### src/rtl/evcap_pkg.sv
package evcap_pkg;
  // configuration bit positions
  localparam int CFG_FALL  = 0;
  localparam int CFG_OVWR  = 1;
  localparam int CFG_ARM   = 2;
  localparam int CFG_W     = 3;
  // status bit positions
  localparam int ST_SRC    = 0;
  localparam int ST_VALID  = 1;
  localparam int ST_ERR    = 2;
  localparam int ST_WR_W   = 3;
  localparam int ST_CNT_LSB = 8;
endpackage

### src/rtl/evcap_sync_edge.sv
module evcap_sync_edge #(
  parameter int STAGES = 2
) (
  input  logic clk,
  input  logic rst_n,
  input  logic pin_async,
  input  logic falling,
  output logic edge_hit
);
  logic [STAGES-1:0] chain;
  logic              prev_lvl;
  logic              cur_lvl;

  generate
    if (STAGES == 1) begin : g_one
      always_ff @(posedge clk) begin
        if (!rst_n) chain <= '0;
        else        chain <= pin_async;
      end
    end else begin : g_many
      always_ff @(posedge clk) begin
        if (!rst_n) chain <= '0;
        else        chain <= {chain[STAGES-2:0], pin_async};
      end
    end
  endgenerate

  assign cur_lvl = chain[STAGES-1];

  always_ff @(posedge clk) begin
    if (!rst_n) prev_lvl <= 1'b0;
    else        prev_lvl <= cur_lvl;
  end

  assign edge_hit = falling ? (prev_lvl & ~cur_lvl) : (~prev_lvl & cur_lvl);
endmodule

### src/rtl/evcap_store.sv
module evcap_store #(
  parameter int TS_W  = 32,
  parameter int CNT_W = 8
) (
  input  logic             clk,
  input  logic             rst_n,
  input  logic             fire,
  input  logic [TS_W-1:0]  time_in,
  input  logic             overwrite,
  input  logic             wr_en,
  input  logic             wr_src,
  input  logic             wr_keep_valid,
  input  logic             wr_keep_err,
  output logic             src_q,
  output logic             valid_q,
  output logic             err_q,
  output logic [CNT_W-1:0] cnt_q,
  output logic [TS_W-1:0]  ts_q
);
  localparam logic [CNT_W-1:0] CNT_MAX = '1;

  logic             v_base;
  logic             e_base;
  logic [CNT_W-1:0] c_base;

  // a status write takes effect before a same-cycle trigger is judged
  always_comb begin
    v_base = wr_en ? (valid_q & wr_keep_valid) : valid_q;
    e_base = wr_en ? (err_q & wr_keep_err)     : err_q;
    c_base = wr_en ? '0 : cnt_q;
  end

  always_ff @(posedge clk) begin
    if (!rst_n) begin
      src_q   <= 1'b0;
      valid_q <= 1'b0;
      err_q   <= 1'b0;
      cnt_q   <= '0;
      ts_q    <= '0;
    end else begin
      if (wr_en) src_q <= wr_src;
      valid_q <= v_base;
      err_q   <= e_base;
      cnt_q   <= c_base;
      if (fire) begin
        cnt_q <= (c_base == CNT_MAX) ? CNT_MAX : c_base + 1'b1;
        if (!v_base) begin
          ts_q    <= time_in;
          valid_q <= 1'b1;
        end else begin
          err_q <= 1'b1;
          if (overwrite) ts_q <= time_in;
        end
      end
    end
  end
endmodule

### src/rtl/evcap_unit.sv
module evcap_unit #(
  parameter int TS_W        = 32,
  parameter int CNT_W       = 8,
  parameter int SYNC_STAGES = 2
) (
  input  logic                  clk,
  input  logic                  rst_n,
  input  logic                  cfg_wr_en,
  input  logic [2:0]            cfg_wr_data,
  input  logic                  stat_wr_en,
  input  logic [2:0]            stat_wr_data,
  input  logic                  ev_pin,
  input  logic                  pps_pulse,
  input  logic [TS_W-1:0]       time_cnt,
  output logic [CNT_W+7:0]      stat_rd,
  output logic [2:0]            cfg_rd,
  output logic [TS_W/2-1:0]     stamp_lo,
  output logic [TS_W/2-1:0]     stamp_hi
);
  import evcap_pkg::*;
  localparam int HALF_W = TS_W / 2;

  logic [CFG_W-1:0] cfg_q;
  logic             pin_edge;
  logic             fire;
  logic             src_q;
  logic             valid_q;
  logic             err_q;
  logic [CNT_W-1:0] cnt_q;
  logic [TS_W-1:0]  ts_q;

  always_ff @(posedge clk) begin
    if (!rst_n)         cfg_q <= '0;
    else if (cfg_wr_en) cfg_q <= cfg_wr_data;
  end

  evcap_sync_edge #(.STAGES(SYNC_STAGES)) u_edge (
    .clk       (clk),
    .rst_n     (rst_n),
    .pin_async (ev_pin),
    .falling   (cfg_q[CFG_FALL]),
    .edge_hit  (pin_edge)
  );

  assign fire = cfg_q[CFG_ARM] & (src_q ? pps_pulse : pin_edge);

  evcap_store #(.TS_W(TS_W), .CNT_W(CNT_W)) u_store (
    .clk           (clk),
    .rst_n         (rst_n),
    .fire          (fire),
    .time_in       (time_cnt),
    .overwrite     (cfg_q[CFG_OVWR]),
    .wr_en         (stat_wr_en),
    .wr_src        (stat_wr_data[ST_SRC]),
    .wr_keep_valid (stat_wr_data[ST_VALID]),
    .wr_keep_err   (stat_wr_data[ST_ERR]),
    .src_q         (src_q),
    .valid_q       (valid_q),
    .err_q         (err_q),
    .cnt_q         (cnt_q),
    .ts_q          (ts_q)
  );

  assign stat_rd  = {cnt_q, 5'b0, err_q, valid_q, src_q};
  assign cfg_rd   = cfg_q;
  assign stamp_lo = ts_q[HALF_W-1:0];
  assign stamp_hi = ts_q[TS_W-1:HALF_W];
endmodule

### config.mk
export PLATFORM = sky130hd
export DESIGN_NAME = evcap_unit
export DESIGN_NICKNAME = d
export VERILOG_FILES = /design/src/rtl/evcap_pkg.sv /design/src/rtl/evcap_sync_edge.sv /design/src/rtl/evcap_store.sv /design/src/rtl/evcap_unit.sv
export SDC_FILE = /design/constraint.sdc
export NUM_CORES = 1
export LEC_CHECK = 0
export ABC_AREA = 0
export BUFFER_PORTS_ARGS = -buffer_cell sky130_fd_sc_hd__buf_4
export CORE_ASPECT_RATIO = 0.9
export CORE_MARGIN = 3
export CORE_UTILIZATION = 35
export CTS_CLUSTER_SIZE = 20
export DETAILED_ROUTE_END_ITERATION = 10
export PLACE_DENSITY_LB_ADDON = 0.2
export SLEW_MARGIN = 20
export SYNTH_ARGS = -nofsm -noshare
export SYNTH_HDL_FRONTEND = slang
export SYNTH_SLANG_ARGS = --single-unit
### constraint.sdc
create_clock -name clk -period 1.8 [get_ports clk]
set_clock_uncertainty 0.1 [all_clocks]
set_input_delay 0.36 -clock clk [delete_from_list [all_inputs] [get_ports clk]]
set_output_delay 0.36 -clock clk [all_outputs]
set_load 0.01 [all_outputs]
# ---- Word-level counts from Yosys, hierarchy flattened
# Index checks and enable logic that the tools add are counted.
dict set report totals {
  regBits 49
  output_inout_bits 51
  word_cells 31
}
dict set report op_classes {
  n_addsub 1
  n_eq_ne 2
  muxes 12
  n_bitwise 7
  reduce_logical 1
}
# operator n
set op_table {}
lappend op_table {{two-way mux 32 bit} 2}
lappend op_table {{two-way mux 8 bit} 3}
lappend op_table {{adder 8 x 1 -> 8 bit (second input constant)} 1}
lappend op_table {{== test 8 bit (second input constant)} 1}
lappend op_table {{two-way mux 1 bit} 7}
lappend op_table {{AND 1 bit} 5}
lappend op_table {{!= test 2 bit (second input constant)} 1}
lappend op_table {{NOT 1 bit} 2}
lappend op_table {{AND reduction 2 bit} 1}

# ---- Depth between registers and ports, before layout
dict set report depth {
  word_depth 6
  ltp_mapped 6
  depth_no_buf 4
}

# ---- Hierarchy
# From an unflattened synthesis, not the netlist that was laid out.
dict set report hier_totals {
  hier_cells 221
  area_unflattened_um2 2084.5
}
# mod instances cells_each area_per_inst_um2 seq_area_each_um2
set modules_own_cells {}
lappend modules_own_cells {evcap_store 1 192 1794.2 860.8}
lappend modules_own_cells {evcap_unit 1 20 188.9 60.1}
lappend modules_own_cells {evcap_sync_edge 1 9 101.3 60.1}

# ---- Worst setup path after synthesis
# No wires, ideal clock.
dict set report synth_timing {
  path_kind {register to register}
  start {register cfg_q[0], in the netlist cfg_rd[0]}
  end {register u_store.cnt_q[7]}
  setup_time_ps 117
  arrival_ps 1337
  required_time_ps 1583
  slack_ps 246
  path_stages_with_launch 6
  path_buffers 1
  period_less_slack_ps 1554
  cell_sequence {dfxtp_1 -> and3b_1 -> o311a_1 -> buf_2 -> and3_4 -> a32o_1}
}
dict set report synth_between {
  elab_chain_len 4
}
# item line
set synth_lines {}
lappend synth_lines {{start, declared} evcap_unit.sv:23} ;# logic [CFG_W-1:0] cfg_q;
lappend synth_lines {{start signal, assigned} evcap_unit.sv:34} ;# else if (cfg_wr_en) cfg_q <= cfg_wr_data;
lappend synth_lines {{two-way mux 1 bit} evcap_sync_edge.sv:35} ;# assign edge_hit = falling ? (prev_lvl & ~cur_lvl) : (~prev_lvl & cur_lvl);
lappend synth_lines {{two-way mux 1 bit} evcap_unit.sv:45} ;# assign fire = cfg_q[CFG_ARM] & (src_q ? pps_pulse : pin_edge);
lappend synth_lines {{AND 1 bit} evcap_unit.sv:45}
lappend synth_lines {{two-way mux 8 bit} evcap_store.sv:45} ;# if (fire) begin
lappend synth_lines {{end signal, assigned} evcap_store.sv:44} ;# cnt_q <= c_base;
lappend synth_lines {{end signal, assigned} evcap_store.sv:46} ;# cnt_q <= (c_base == CNT_MAX) ? CNT_MAX : c_base + 1'b1;
lappend synth_lines {{end, declared} evcap_store.sv:17} ;# output logic [CNT_W-1:0] cnt_q,
# No other way between the ends.
# A chain may end at the register's enable or synchronous reset.

# ---- Final worst setup path
# Same ends and word-level chain as after synthesis.

==> summary.txt <==
Routing
  • Vias: 1842
  • Routed WL: 4.74 mm
  • DR DRC count: 0
  • Routed Antenna Nets: 0
  • Wire length per cell: 12.2 um
  • 1st-iter DRT viols: 73
  • Routed vias/inst: 4.74
  • Drt first pass iters: 4

Pwr
  • Worst vdd ir: 0.317 mV
  • Switching share of power: 21.5%
  • Combinational Power Share: 10.5%
  • Internal: 1680 uW
  • Power share of the clock group: 37.2%
  • Sw power: 462 uW
  • Pwr per Cell Area: 741 nW/um^2
  • Part of the power in registers: 52.3%
  • Pleak: 0.00125 uW

Floorplanning
  • Die Wd: 87.8 um
  • Top-level I/O count: 95
  • Die area: 6990 sq um
  • Starting Density: 36.6%
  • Die height: 79.6 um
  • Core Footprint: 5760 sq um
  • Num rows: 26

Synth
  • Seq/Total Area, Yosys: 46.6%
  • Post-synth top area share: 46.6%
  • Most frequent cell after synthesis: nand2_1
  • Commonest cells in the netlist: nand2_1, dfxtp_1, mux2i_1
  • EDFF count, synth: 0
  • Yosys top cell by area: dfxtp_1
  • Synth Instances: 236
  • #FFs+latches synth: 49
  • Mapped Area: 2110 sq um
  • Most used DFF post-synth: dfxtp_1
  • Syn Area/Cell: 8.93 sq um
  • Synth area leaders: dfxtp_1, mux2i_1, nand2_1
  • Yosys warnings: 0
  • Async set-or-reset flop fraction in the synthesized netlist: 0%
  • Synth cell types: 36

Global route
  • Antenna violations before repair: 0
  • Grt met1 use: 17.9%
  • Most crowded layer after global routing: met2
  • First-pass GRT wire length: 8.08 mm
  • Global routing usage on met3: 7.12%
  • GRT met2 Usage: 21.8%
  • GRT Residual Overflow: 0
  • Vias in the first global route: 1867
  • Largest net degree at the start of global routing: 33
  • GRT Total Usage: 14.3%

Placed design
  • Port Buffer Count: 89
  • Worst Setup Slack post-DPL: 0.182 ns
  • Post-DP HPWL: 3.48 mm
  • Final GP Congestion: 0.753

Hold path
  • Worst Hold Class: in2reg

Clock network
  • CTS Hold Bufs: 0
  • CTS Buf Count: 5
  • Post-CTS Setup Bufs: 0
  • Longest Clk Path Bufs: 2
  • Worst-Skew Late Latency: 0.29 ns
  • Clock sinks: 49
  • Worst-path clk slew: 0.08 ns
  • CTS tree: built
  • PostCTS Resize Cnt: 0
  • Clk root buf: clkbuf_8
  • CTS H-Tree Depth: 2

Cells and area
  • # diodes: 0
  • Synth-to-Final Area Change: 37.4%
  • Share of cells above drive strength 1: 32.6%
  • Fin nets: 362

Run status
  • Outcome: complete, no violations

Setup path
  • Worst EP required: 1.89 ns
  • Critical Path Fanout Max: 10
  • CP Data Arrival Time: 1.70 ns
  • CP endpoint kind: flop
  • Worst setup path class: reg2reg
  • Worst setup SP type: flop

Job
  • Max-Cap Viols: 0

STA
  • Period minus WS final: 1.61 ns
  • TNS Setup: 0 ns
  • Final setup vio count: 0
  • RSZ-0062 raised after global routing: false
  • Count of final hold-check violations: 0
  • Tcrit/Tclk final: 89.5%
  • Final setup margin: 0.189 ns
  • FMAX: 621 MHz
  • Final Slew Violations: 0
per-layer routing:
metal | vias to the layer above | wire [um]
met3 | 2 | 541
met2 | 81 | 2030
li1 | 938 | -
met5 | - | 0
met4 | 0 | 12
met1 | 821 | 2160
cell type report:
cell class	count	area (sq um)
Fill cell	552	2860
Clock buffer	7	86.3
Inverter	6	22.5
Sequential cell	49	981
Timing Repair Buffer	95	726
Clock inverter	1	30.0
Multi-Input combinational cell	161	961
Tap cell	70	87.6
cell usage in the layout (no fill, tap or decap), types with 2 or more instances in the layout:
cell type and n:
o21ai_0 4, mux2i_1 36, a31oi_1 3, inv_1 6
conb_1 5, nand4_1 3, nand3_1 5, clkbuf_8 6
a41oi_1 2, dfxtp_1 49, and2_1 3, nor2_1 9
and3_1 2, nand2b_1 2, nand2_1 69, buf_4 94
worst max-delay path: stages, from the launching register on:
cell and delay [ns]:
dfxtp_1 0.34, and3b_1 0.19, o311a_1 0.34, buf_4 0.17
and3_4 0.18, a32o_1 0.19
state kept, by name (all words and copies together), names as in the netlist:
name	flops
u_store.ts_q	32
u_store.err_q	1
cfg_rd	3
u_store.src_q	1
u_store.cnt_q	8
u_edge.prev_lvl	1
u_edge.chain	2
u_store.valid_q	1
cell families after synthesis:
family	synth area share, %
mux	17.1
compound gates	6.95
simple gates	20.6
flops	46.6
other cells	0.178
buf+inv	8.61
path summary, 6_finish.rpt:
check                  startpoint               end  slack (ns)  cells after the start
hold / removal             ev_pin   u_edge.chain[0]        0.19                      2
setup reg to reg        cfg_rd[0]  u_store.cnt_q[7]        0.19                      5
hold reg to reg   u_edge.chain[0]   u_edge.chain[1]        0.34                      1
setup / recovery        cfg_rd[0]  u_store.cnt_q[7]        0.19                      5
power groups by stage:
| stage | Clock (uW) | Combinational [uW] | Sequential (uW) |
|---|---|---|---|
| 3_3_place_gp | 0 | 225 | 1150 |
| 2_1_floorplan | 0 | 112 | 1150 |
| 5_1_grt | 873 | 250 | 1130 |
| 6_report | 798 | 225 | 1120 |
| 3_5_place_dp | 0 | 228 | 1150 |
| 4_1_cts | 834 | 229 | 1120 |
through the flow:
| step | hold WS, ns | utilization [%] | cell area, sq um | cells | total power (uW) |
|---|---|---|---|---|---|
| 3_3_place_gp | 0.316 | 48.2 | 2780 | 381 | 1370 |
| 3_5_place_dp | 0.323 | 48.2 | 2780 | 381 | 1370 |
| 2_1_floorplan | 0.312 | - | 2120 | 240 | 1260 |
| 4_1_cts | 0.179 | 50.3 | 2890 | 389 | 2180 |
| 6_report | 0.190 | 50.3 | 2890 | 389 | 2140 |
| 5_1_grt | 0.180 | 50.3 | 2890 | 389 | 2250 |
(Power assumes the default switching activity.)
